File: config.mk
export PLATFORM = sky130hd
export DESIGN_NAME = keyed_watchdog
export DESIGN_NICKNAME = d
export VERILOG_FILES = /design/src/rtl/kwd_pkg.sv /design/src/rtl/kwd_ctrl.sv /design/src/rtl/kwd_datapath.sv /design/src/rtl/keyed_watchdog.sv
export SDC_FILE = /design/constraint.sdc
export NUM_CORES = 1
export LEC_CHECK = 0
export BUFFER_PORTS_ARGS = -buffer_cell sky130_fd_sc_hd__clkbuf_2
export CORE_UTILIZATION = 60
export CTS_CLUSTER_DIAMETER = 80
export DETAILED_ROUTE_END_ITERATION = 8
export PLACE_DENSITY = 0.86
export SETUP_SLACK_MARGIN = 0.02
export SLEW_MARGIN = 20
export SYNTH_ARGS = -nofsm -noshare
export SYNTH_HDL_FRONTEND = slang
export SYNTH_SLANG_ARGS = --single-unit
File: constraint.sdc
create_clock -name clk -period 4.9 [get_ports clk]
set_input_delay 0.98 -clock clk [delete_from_list [all_inputs] [get_ports clk]]
set_output_delay 0.98 -clock clk [all_outputs]
set_load 0.03 [all_outputs]
File: src/rtl/kwd_pkg.sv
package kwd_pkg;
  localparam int DATA_W = 32;

  localparam logic [3:0] OFF_CTRL  = 4'h0;
  localparam logic [3:0] OFF_COUNT = 4'h4;
  localparam logic [3:0] OFF_LIMIT = 4'h8;

  localparam int BIT_EN    = 7;
  localparam int BIT_UPD   = 5;
  localparam int BIT_MODE  = 13;
  localparam int BIT_OPEN  = 11;
  localparam int BIT_DONE  = 10;

  localparam logic [31:0] KEY_OPEN_32  = 32'hD928_C520;
  localparam logic [31:0] KEY_FEED_32  = 32'hB480_A602;
  localparam logic [15:0] KEY_OPEN_LO  = 16'hC520;
  localparam logic [15:0] KEY_OPEN_HI  = 16'hD928;
  localparam logic [15:0] KEY_FEED_LO  = 16'hA602;
  localparam logic [15:0] KEY_FEED_HI  = 16'hB480;

  typedef enum logic [1:0] {
    HALF_NONE,
    HALF_OPEN,
    HALF_FEED
  } halfState_t;

  typedef struct packed {
    logic refresh;
    logic loadLimit;
    logic enable;
  } kwdStrobes_t;
endpackage

File: src/rtl/kwd_ctrl.sv
module kwd_ctrl
  import kwd_pkg::*;
#(
  parameter int ADDR_W = 4,
  parameter int WINDOW = 256
) (
  input  logic              clk,
  input  logic              rst_n,
  input  logic [ADDR_W-1:0] busAddr,
  input  logic              busWe,
  input  logic [31:0]       busWdata,
  output kwdStrobes_t       stb,
  output logic [31:0]       ctrlWord
);
  localparam int WIN_W = $clog2(WINDOW + 1);

  logic             enQ, updQ, modeQ, doneQ;
  logic [WIN_W-1:0] winQ;
  halfState_t       halfQ;

  logic unlocked, frozen, keyWr, ctrlWr, limitWr;
  logic openHit, feedHit;

  assign unlocked = (winQ != '0);
  assign frozen   = doneQ && !updQ;
  assign keyWr    = busWe && (busAddr == ADDR_W'(OFF_COUNT));
  assign ctrlWr   = busWe && (busAddr == ADDR_W'(OFF_CTRL)) && unlocked;
  assign limitWr  = busWe && (busAddr == ADDR_W'(OFF_LIMIT)) && unlocked;

  always_comb begin
    if (modeQ) begin
      openHit = keyWr && (busWdata == KEY_OPEN_32);
      feedHit = keyWr && (busWdata == KEY_FEED_32);
    end else begin
      openHit = keyWr && (halfQ == HALF_OPEN) && (busWdata == {16'h0, KEY_OPEN_HI});
      feedHit = keyWr && (halfQ == HALF_FEED) && (busWdata == {16'h0, KEY_FEED_HI});
    end
  end

  always_ff @(posedge clk or negedge rst_n) begin
    if (!rst_n) begin
      halfQ <= HALF_NONE;
    end else if (keyWr) begin
      if (!modeQ && halfQ == HALF_NONE && busWdata == {16'h0, KEY_OPEN_LO})
        halfQ <= HALF_OPEN;
      else if (!modeQ && halfQ == HALF_NONE && busWdata == {16'h0, KEY_FEED_LO})
        halfQ <= HALF_FEED;
      else
        halfQ <= HALF_NONE;
    end else if (modeQ) begin
      halfQ <= HALF_NONE;
    end
  end

  always_ff @(posedge clk or negedge rst_n) begin
    if (!rst_n) begin
      winQ <= '0;
    end else if (openHit && !frozen) begin
      winQ <= WIN_W'(WINDOW);
    end else if (ctrlWr) begin
      winQ <= '0;
    end else if (unlocked) begin
      winQ <= winQ - 1'b1;
    end
  end

  always_ff @(posedge clk or negedge rst_n) begin
    if (!rst_n) begin
      enQ   <= 1'b0;
      updQ  <= 1'b1;
      modeQ <= 1'b0;
      doneQ <= 1'b0;
    end else if (ctrlWr) begin
      enQ   <= busWdata[BIT_EN];
      updQ  <= busWdata[BIT_UPD];
      modeQ <= busWdata[BIT_MODE];
      doneQ <= 1'b1;
    end
  end

  assign stb.refresh   = feedHit;
  assign stb.loadLimit = limitWr;
  assign stb.enable    = enQ;

  always_comb begin
    ctrlWord           = '0;
    ctrlWord[BIT_EN]   = enQ;
    ctrlWord[BIT_UPD]  = updQ;
    ctrlWord[BIT_MODE] = modeQ;
    ctrlWord[BIT_OPEN] = unlocked;
    ctrlWord[BIT_DONE] = doneQ;
  end


  frozen_locked_chk: assert property (@(posedge clk) disable iff (!rst_n)
    frozen |-> !unlocked);


  window_close_chk: assert property (@(posedge clk) disable iff (!rst_n)
    (ctrlWr && !openHit) |=> !unlocked);


  closed_ctrl_chk: assert property (@(posedge clk) disable iff (!rst_n)
    !unlocked |=> $stable({enQ, updQ, modeQ}));
endmodule

File: src/rtl/kwd_datapath.sv
module kwd_datapath
  import kwd_pkg::*;
#(
  parameter int LIMIT_W      = 17,
  parameter int INIT_TIMEOUT = 1000
) (
  input  logic               clk,
  input  logic               rst_n,
  input  logic               tick,
  input  kwdStrobes_t        stb,
  input  logic [31:0]        busWdata,
  output logic [LIMIT_W-1:0] countOut,
  output logic [LIMIT_W-1:0] limitOut,
  output logic               resetReq
);
  logic [LIMIT_W-1:0] cntQ, limQ;
  logic               firedQ, reqQ;
  logic [LIMIT_W:0]   cntNext;

  assign cntNext = {1'b0, cntQ} + 1'b1;

  always_ff @(posedge clk or negedge rst_n) begin
    if (!rst_n) begin
      limQ <= LIMIT_W'(INIT_TIMEOUT);
    end else if (stb.loadLimit) begin
      limQ <= busWdata[LIMIT_W-1:0];
    end
  end

  always_ff @(posedge clk or negedge rst_n) begin
    if (!rst_n) begin
      cntQ   <= '0;
      firedQ <= 1'b0;
      reqQ   <= 1'b0;
    end else if (firedQ) begin
      if (tick) reqQ <= 1'b0;
    end else if (stb.refresh) begin
      cntQ <= '0;
    end else if (tick && stb.enable) begin
      cntQ <= cntNext[LIMIT_W-1:0];
      if (cntNext >= {1'b0, limQ}) begin
        firedQ <= 1'b1;
        reqQ   <= 1'b1;
      end
    end
  end

  assign countOut = cntQ;
  assign limitOut = limQ;
  assign resetReq = reqQ;


  limit_guard_chk: assert property (@(posedge clk) disable iff (!rst_n)
    !stb.loadLimit |=> $stable(limQ));


  idle_hold_chk: assert property (@(posedge clk) disable iff (!rst_n)
    (!stb.enable && !stb.refresh) |=> $stable(cntQ));


  fired_hold_chk: assert property (@(posedge clk) disable iff (!rst_n)
    firedQ |=> ($stable(cntQ) && firedQ));


  req_pulse_chk: assert property (@(posedge clk) disable iff (!rst_n)
    (reqQ && $past(reqQ) && tick) |=> !reqQ);
endmodule

File: src/rtl/keyed_watchdog.sv
module keyed_watchdog
  import kwd_pkg::*;
#(
  parameter int ADDR_W       = 4,
  parameter int LIMIT_W      = 17,
  parameter int WINDOW       = 256,
  parameter int INIT_TIMEOUT = 1000
) (
  input  logic              clk,
  input  logic              rst_n,
  input  logic              tick,
  input  logic [ADDR_W-1:0] busAddr,
  input  logic              busWe,
  input  logic [31:0]       busWdata,
  output logic [31:0]       busRdata,
  output logic              resetReq
);
  kwdStrobes_t        stb;
  logic [31:0]        ctrlWord;
  logic [LIMIT_W-1:0] countVal, limitVal;

  kwd_ctrl #(.ADDR_W(ADDR_W), .WINDOW(WINDOW)) u_ctrl (
    .clk(clk), .rst_n(rst_n), .busAddr(busAddr), .busWe(busWe),
    .busWdata(busWdata), .stb(stb), .ctrlWord(ctrlWord)
  );

  kwd_datapath #(.LIMIT_W(LIMIT_W), .INIT_TIMEOUT(INIT_TIMEOUT)) u_dp (
    .clk(clk), .rst_n(rst_n), .tick(tick), .stb(stb), .busWdata(busWdata),
    .countOut(countVal), .limitOut(limitVal), .resetReq(resetReq)
  );

  always_comb begin
    case (busAddr)
      ADDR_W'(OFF_CTRL):  busRdata = ctrlWord;
      ADDR_W'(OFF_COUNT): busRdata = 32'(countVal);
      ADDR_W'(OFF_LIMIT): busRdata = 32'(limitVal);
      default:            busRdata = '0;
    endcase
  end
endmodule

== Word-level counts from Yosys, hierarchy flattened ==
Cells that the tools add are included.
Word-level totals
  logic and storage cells: 77
  bits of input ports: 40
  flip-flop bits (word level): 51
  output and inout bits: 33
Cells by class
  magnitude comparators: 1
  bitwise gates (word level): 1
  equal/unequal tests: 12
  add/sub/neg operators: 2
  muxes and demuxes: 21
  reduce and logical (&&, ||, !) cells: 30
Operator list (number)
  32-bit by 16-bit == test with 1-bit output (second input constant): 4
  32-bit == test (second input constant): 2
  17-bit case mux with 3 select lines: 1
  17-bit 2-to-1 mux: 2
  9-bit 2-to-1 mux: 3
  17-bit by 1-bit adder with 18-bit output (second input constant): 1
  18-bit by 17-bit >= comparator with 1-bit output: 1
  1-bit logical AND: 17
  1-bit 2-to-1 mux: 11
  9-bit nonzero test: 1
  9-bit by 1-bit subtractor with 9-bit output (second input constant): 1
  2-bit 2-to-1 mux: 4
  2-bit nonzero test: 4
  4-bit by 3-bit == test with 1-bit output (second input constant): 1
  4-bit == test (second input constant): 1
  4-bit zero test: 1
  4-bit AND reduction: 1
  1-bit zero test: 3
  3-bit nonzero test: 1
  2-bit by 1-bit == test with 1-bit output (second input constant): 1
  2-bit == test (second input constant): 1
  2-bit zero test: 1
  2-bit by 1-bit inequality test with 1-bit output (second input constant): 1
  2-bit inequality test (second input constant): 1
  other kinds (2): 2

== Longest topological paths before layout ==
Gate-level depths: netlist of run 1.
  word-level depth: 7
  depth in mapped cells: 12
  depth with buffers taken out: 12

== By module ==
From an unflattened synthesis of run 1, not the netlist that was laid out.
Second synthesis, totals
  cell total of the unflattened synthesis: 435
  area, all modules: 4021.4 sq um
By module, submodules not included
  kwd_datapath: sequential area each 908.4 sq um, instances 1, area each 2150.8 sq um, cells an instance 233
  kwd_ctrl: sequential area each 376.6 sq um, instances 1, area each 1281.2 sq um, cells an instance 144
  keyed_watchdog: sequential area each 0.0 sq um, instances 1, area each 589.3 sq um, cells an instance 58

== Worst setup path before layout of run 1 ==
Ideal clock, no wire load.
  path kind: in2out
  start: input port busAddr[1]
  end: output port busRdata[0]
  path buffers: 1
  arrival time: 2310 ps
  data required time: 3920 ps
  path slack: 1610 ps
  cell stages on the path: 3
  cells stage by stage: nor4b_2 > clkbuf_1 > a22o_1
On the way
  longest elaborated chain between the ends: 2
  elaborated cells between the ends (all ways): 4
  classes of those cells: eq/ne: 2; mux: 1; reduce/logical: 1
Ends and longest elaborated chain
  start: declaration: RTL line keyed_watchdog.sv:12  | input logic [ADDR_W-1:0] busAddr,
  4-bit == test (tied with other cells): RTL line keyed_watchdog.sv:33  | case (busAddr)
  17-bit case mux with 3 select lines *: RTL line keyed_watchdog.sv:33
  end: declaration: RTL line keyed_watchdog.sv:15  | output logic [31:0] busRdata,
Every way passes the cells marked *; elsewhere a longest branch is shown, timed or not.

== Worst setup path in the final report of run 1 ==
  start: input port busAddr[1]
  end: output port busRdata[5]
The elaborated chain is that of the path after synthesis.

==> impl_results.md, run 1 <==
- Hold slack: a little over 0.5 ns
- Final WL: 8611 um
- Skew final: ~0.0074 ns
- Setup Slack @ Placement: 1.235 ns
- Mapped Avg Cell Area: between 9 and 10 um2
- Clock root buffer: clkbuf_8
- Setup TNS: 0 ns
- R2R cell count: 12
- Max Slew Vio Count: 0
- Tot Pwr: about 1.4 mW
- Vias in the first global route: 2879
- Antenna cells: 0
- Row count: 27
- GR Overflow Total: 0
- Worst reg-to-reg setup slack: between 1.5 and 2 ns
- Share of post-route cells with drive strength above 1: between 20% and 30%
- Register area share after synthesis: around 37%
- Detail Route Antenna Nets: 0
- CTS tree: done
- FF-to-FF End: u_dp.firedQ$_DFF_PN0_
- Hold_sp: u_dp.resetReq$_DFFE_PN0P_
- Critical Path RT: between 3 and 4 ns
- Total GRT Usage: roughly 30%
- HP Class: reg -> reg
- Crit start category: input pin
- Kind of critical path: in -> out
- Final worst slack: between 1 and 1.5 ns
- Routed vias/inst: roughly 6.2
- Pre-antenna DRT Iters: 5
- Min Tclk post-route: between 3 and 4 ns
- Non-Filler Instances: between 400 and 500
- Yosys reg bits: between 50 and 60
- Skew-Pair Late Insertion Delay: between 0.3 and 0.4 ns
- YS warnings: 0
- Initial antenna violation count: 0
- Element type at the critical path end: primary output
- Core area: around 0.0055 mm2
- DP HPWL: 6438 um
- First-pass GRT wire length: roughly 14000 um
- Residual DRC count: 0
- Placed insts: around 480
- Worst-case vdd ir drop: between 0.3 and 0.4 mV
- Worst-margin pin slew: 1.118 ns
- Arr. time, crit path: around 2.7 ns
- Most common flop cell mapped by yosys: dfrtp_1
- PostCTS Resize Cnt: 0
- CTS max path bufs: 2
- Worst Setup EP: busRdata[5]
- Power density over the cells: about 360 mW/mm2
- WL/cell: 17.54 um
- RSZ-0062 raised after global routing: no
- Number of hold buffers added after cts: 0
- Nets: around 480
- Area grow syn2layout: 11.08%
- Max cap viols: 0
- Ys async rst share: 100.0%
- Postcts setup bufs: 0
- Largest net degree at the start of global routing: 52
- Slew headroom: about 25%
- Commonest non-fill, non-tap cell in the layout: clkbuf_2
- Critical Path Source: busAddr[1]
- Initial DRC Count: between 200 and 300
- Most frequent cells in the layout: clkbuf_2, dfrtp_1, nand2_1
- F_max: around 270 MHz
- H-tree depth: 2
- Final hold vios: 0
- Vias: ~3100
- Die height: 78.14 um
- Post-synth EDFFs: 0
- Final core occ: between 60% and 70%
- Crit-path max FO: 18
- Yosys cell types: 51
- Final Cell Area: between 0.003 and 0.004 mm2
- Die Width: just under 80 um
- Status: completed
- Ports: 73
- Period utilization: 74.73%
- # port buffers: between 50 and 60
- Clk pin slew, worst setup/hold paths: 0.10 ns
- CTS Sinks: slightly above 50
- Initial core utilization: between 60% and 70%
- Reg2reg start: u_dp.countOut[0]$_DFFE_PN0P_
- Placed inst area: 0.003767 mm2
- GP Congestion: 0.9159
- Die area: between 0.006 and 0.007 mm2
- Post-Syn Area: 0.003478 mm2
- Post-Syn Instances: 361
- LEAKAGE: around 1.9 nW
- CTS buffer count: 5
- Final setup viols: 0
cells by family after synthesis:
logic type                 Yosys count  synth area share [%]
and+or+nand+nor                    141                 22.84
AOI/OAI and AO/OA                   60                 13.16
DFF                                 51                 36.94
buffers and inverters               50                 7.698
muxes                               21                 7.878
adders and majority gates           19                 6.835
xor gates and xnor gates            18                 4.532
other                                1                0.1078
worst max-delay path, stage by stage:
cell and delay, ns:
clkbuf_2 0.13, nor4b_4 0.92, a222oi_1 0.31, inv_1 0.13
clkbuf_2 0.21
cell type report:
type | instances | area (um2)
well taps | 72 | 90.09
inverters | 26 | 97.59
repair buffers | 60 | 307.8
flip-flops and latches | 51 | 1285
multi-input cells | 274 | 1987
fillers | 422 | 1677
clock buffers | 5 | 68.82
clock inverters | 3 | 27.53
how the worst min path moves through the flow:
stage | end | slack (ns) | cells past startpoint
2_1_floorplan | u_ctrl.doneQ$_DFFE_PN0P_ | 0.46 | 1
3_3_place_gp | u_dp.resetReq$_DFFE_PN0P_ | 0.48 | 1
3_5_place_dp | u_dp.resetReq$_DFFE_PN0P_ | 0.49 | 1
4_1_cts | u_dp.resetReq$_DFFE_PN0P_ | 0.51 | 1
5_1_grt | u_dp.resetReq$_DFFE_PN0P_ | 0.53 | 1
6_report | u_dp.resetReq$_DFFE_PN0P_ | 0.51 | 1
report_power, final:
| part | total, mW | internal (mW) | switching, mW |
|---|---|---|---|
| sequential | 0.650 | 0.530 | 0.120 |
| combinational | 0.461 | 0.209 | 0.252 |
| clock | 0.265 | 0.105 | 0.160 |
| total | 1.38 | 0.845 | 0.531 |
synth_stat cells (all sizes together), types with 5 or more instances:
library cell,n,share of area (%)
o22ai,9,1.6
a21oi,5,0.72
a22o,19,4.8
nand3,17,3.2
xor2,8,2.0
inv,26,2.8
and3,7,1.3
ha,19,6.8
nand2b,10,1.8
o21ai,6,0.86
dfrtp,44,32
mux2,21,7.9
clkbuf,7,0.76
buf,17,4.1
a222oi,5,1.4
nor2,26,2.8
nand2,34,3.9
dfstp,7,5.3
nand4,9,1.6
xnor2,10,2.5
or3,6,1.1
nor4,9,1.6
nor3,5,0.72
registers in the layout (all words and copies together), names as in the netlist:
name           flops
u_ctrl.doneQ       1
u_ctrl.enQ         1
u_ctrl.halfQ       2
u_ctrl.modeQ       1
u_ctrl.updQ        1
u_ctrl.winQ        9
u_dp.countOut     17
u_dp.firedQ        1
u_dp.limitOut     17
u_dp.resetReq      1
per-layer routing:
metal / routed length [um] / vias to the layer above / part of all wire (%) / GRT usage [%]
met5: 0 / - / 0 / 0
met3: 599 / 33 / 7.0 / 4.767
met1: 3586 / 1449 / 42 / 38.73
met2: 4182 / 169 / 49 / 50.61
met4: 243 / 0 / 2.8 / 9.074
li1: - / 1403 / - / -
(Power assumes the default switching activity.)
==> inputs of run 2 (changes only) <==
CORE_UTILIZATION = 55   (was 60)
PLACE_DENSITY = 0.8   (was 0.86)
clock period = 3.85 ns   (was 4.9 ns; I/O delays follow)
==> run 2 against run 1 <==
Via count shrank 2.0%. Routed wire length shrank 1.2%. Critical endpoint is now busRdata[11]. Sequential share of layout area shrank 0.15 points. Global-route usage shrank 2.2 points. Largest power group unchanged.
==> impl_results.md, run 2 (synthesized netlist as in run 1, its figures left out) <==
- Number of hold buffers added after cts: 0
- Clk pin slew, worst setup/hold paths: 0.10 ns
- Commonest non-fill, non-tap cell in the layout: clkbuf_2
- WL/cell: around 17 um
- Worst path slowest cell: or4_4
- Element type at the critical path end: primary output
- CTS Sinks: 51
- Die area: around 0.0066 mm2
- Postcts setup bufs: 0
- CTS buffer count: 5
- Final setup viols: 0
- CTS tree: done
- F_max: about 310 MHz
- Fill count: between 500 and 600
- Nets: 479
- Largest net degree at the start of global routing: 29
- Initial DRC Count: around 240
- Slew headroom: ~46%
- CTS max path bufs: 2
- Die height: 81.53 um
- Most frequent cells in the layout: clkbuf_2, dfrtp_1, nand2_1
- Kind of critical path: reg -> out
- Power density over the cells: roughly 450 mW/mm2
- Slowest Stage Delay on Critical Path: just under 0.6 ns
- Worst-margin pin slew: between 0.8 and 0.9 ns
- Setup TNS: 0 ns
- First-pass GRT wire length: between 10000 and 15000 um
- Core area: around 0.0060 mm2
- Final hold vios: 0
- Skew-Pair Late Insertion Delay: between 0.3 and 0.4 ns
- DP HPWL: between 6000 and 7000 um
- Routed vias/inst: about 6.0
- Share of post-route cells with drive strength above 1: about a quarter
- Critical Path RT: 3.08 ns
- Period utilization: between 80 and 90%
- WL met1: approximately 3700 um
- Crit-path max FO: 8
- Residual DRC count: 0
- Top Layer Used: met4
- Final WL: ~8500 um
- Die Width: just over 80 um
- Arr. time, crit path: between 2 and 2.5 ns
- Met2 WL: just over 4000 um
- Row count: 28
- Routed wl met3: approximately 580 um
- Worst-case vdd ir drop: ~0.33 mV
- Antenna cells: 0
- H-tree depth: 2
- Initial core utilization: 57.72%
- # port buffers: between 50 and 60
- Area grow syn2layout: 11.58%
- Total GRT Usage: between 20% and 30%
- Ports: 73
- Pre-antenna DRT Iters: 5
- Vias in the first global route: roughly 2800
- Max Slew Vio Count: 0
- Max cap viols: 0
- Most used cell, CP: or4_4
- PostCTS Resize Cnt: 0
- GP Congestion: between 0.9 and 1
- Crit start category: flip-flop
- Initial antenna violation count: 0
- RSZ-0062 raised after global routing: no
- Detail Route Antenna Nets: 0
- Skew final: between 0.01 and 0.015 ns
- LEAKAGE: approximately 1.9 nW
- Vias: approximately 3000
- Placed insts: slightly below 500
- Hold slack: 0.4975 ns
- Non-Filler Instances: around 500
- HP Class: in -> async
- Status: completed
- Crit path cell chain: or4_4, or4_4, a222oi_1, inv_1, clkbuf_2
- Min Tclk post-route: 3.254 ns
- GR Overflow Total: 0
- Clock root buffer: clkbuf_8
==> run 2: changes by cell type in the layout (fill, tap and decap cells not counted) <==
cell	previous run	this run
clkbuf_8	5	6
inv_8	1	0
clkbuf_1	0	1
buf_4	3	5
clkinvlp_4	1	0
==> run 2: final timing paths <==
check / start / end / slack, ns / cells after the start
worst max-delay path: u_ctrl.winQ[3]$_DFFE_PN0P_ / busRdata[11] / 0.60 / 5
worst min-delay path: rst_n / u_dp.countOut[7]$_DFFE_PN0P_ / 0.50 / 1
worst max register to register: u_dp.countOut[0]$_DFFE_PN0P_ / u_dp.firedQ$_DFF_PN0_ / 0.83 / 12
worst min register to register: u_ctrl.doneQ$_DFFE_PN0P_ / u_ctrl.doneQ$_DFFE_PN0P_ / 0.53 / 1
max in group asynchronous: rst_n / u_ctrl.updQ$_DFFE_PN1P_ / 2.52 / 2
min in group clk: u_ctrl.doneQ$_DFFE_PN0P_ / u_ctrl.doneQ$_DFFE_PN0P_ / 0.53 / 1
==> run 2: layer usage <==
metal / global-route usage (%) / up-vias
li1: - / 1405
met3: 4.667 / 15
met4: 11.25 / 0
met5: 0 / -
met2: 44.92 / 132
met1: 35.93 / 1440
==> run 2: layout make-up <==
cell class / instances / area, um2 / area share (%)
Clock buffer: 7 / 86.33 / 2.224
Multi-Input combinational cell: 274 / 1987 / 51.19
Sequential cell: 51 / 1285 / 33.11
Inverter: 26 / 97.59 / 2.515
Clock inverter: 1 / 8.758 / 0.2257
Timing Repair Buffer: 62 / 322.8 / 8.317
Tap cell: 75 / 93.84 / 2.418
==> run 2: power by group <==
group	total, mW	switching, mW	internal, mW
combinational	0.577	0.311	0.265
clock	0.334	0.186	0.148
sequential	0.825	0.149	0.676
total	1.74	0.646	1.09
==> run 2: worst max-delay path, delay by kind of cell, from the launching register on <==
family	cells	cell delay (ns)
DFF	1	0.43
buffers and inverters	2	0.25
and+or+nand+nor	2	1.14
AOI/OAI and AO/OA	1	0.36
==> run 2: stage by stage <==
stage          total power [mW]  setup WS, ns  utilization (%)  instance area (um2)
2_1_floorplan             1.225        0.9801                -                 3531
3_3_place_gp              1.371        0.9489            62.83                 3786
3_5_place_dp              1.397        0.8660            62.83                 3786
4_1_cts                   1.733        0.5708            64.41                 3881
5_1_grt                   1.836        0.4569            64.41                 3881
6_report                  1.735        0.5962            64.41                 3881
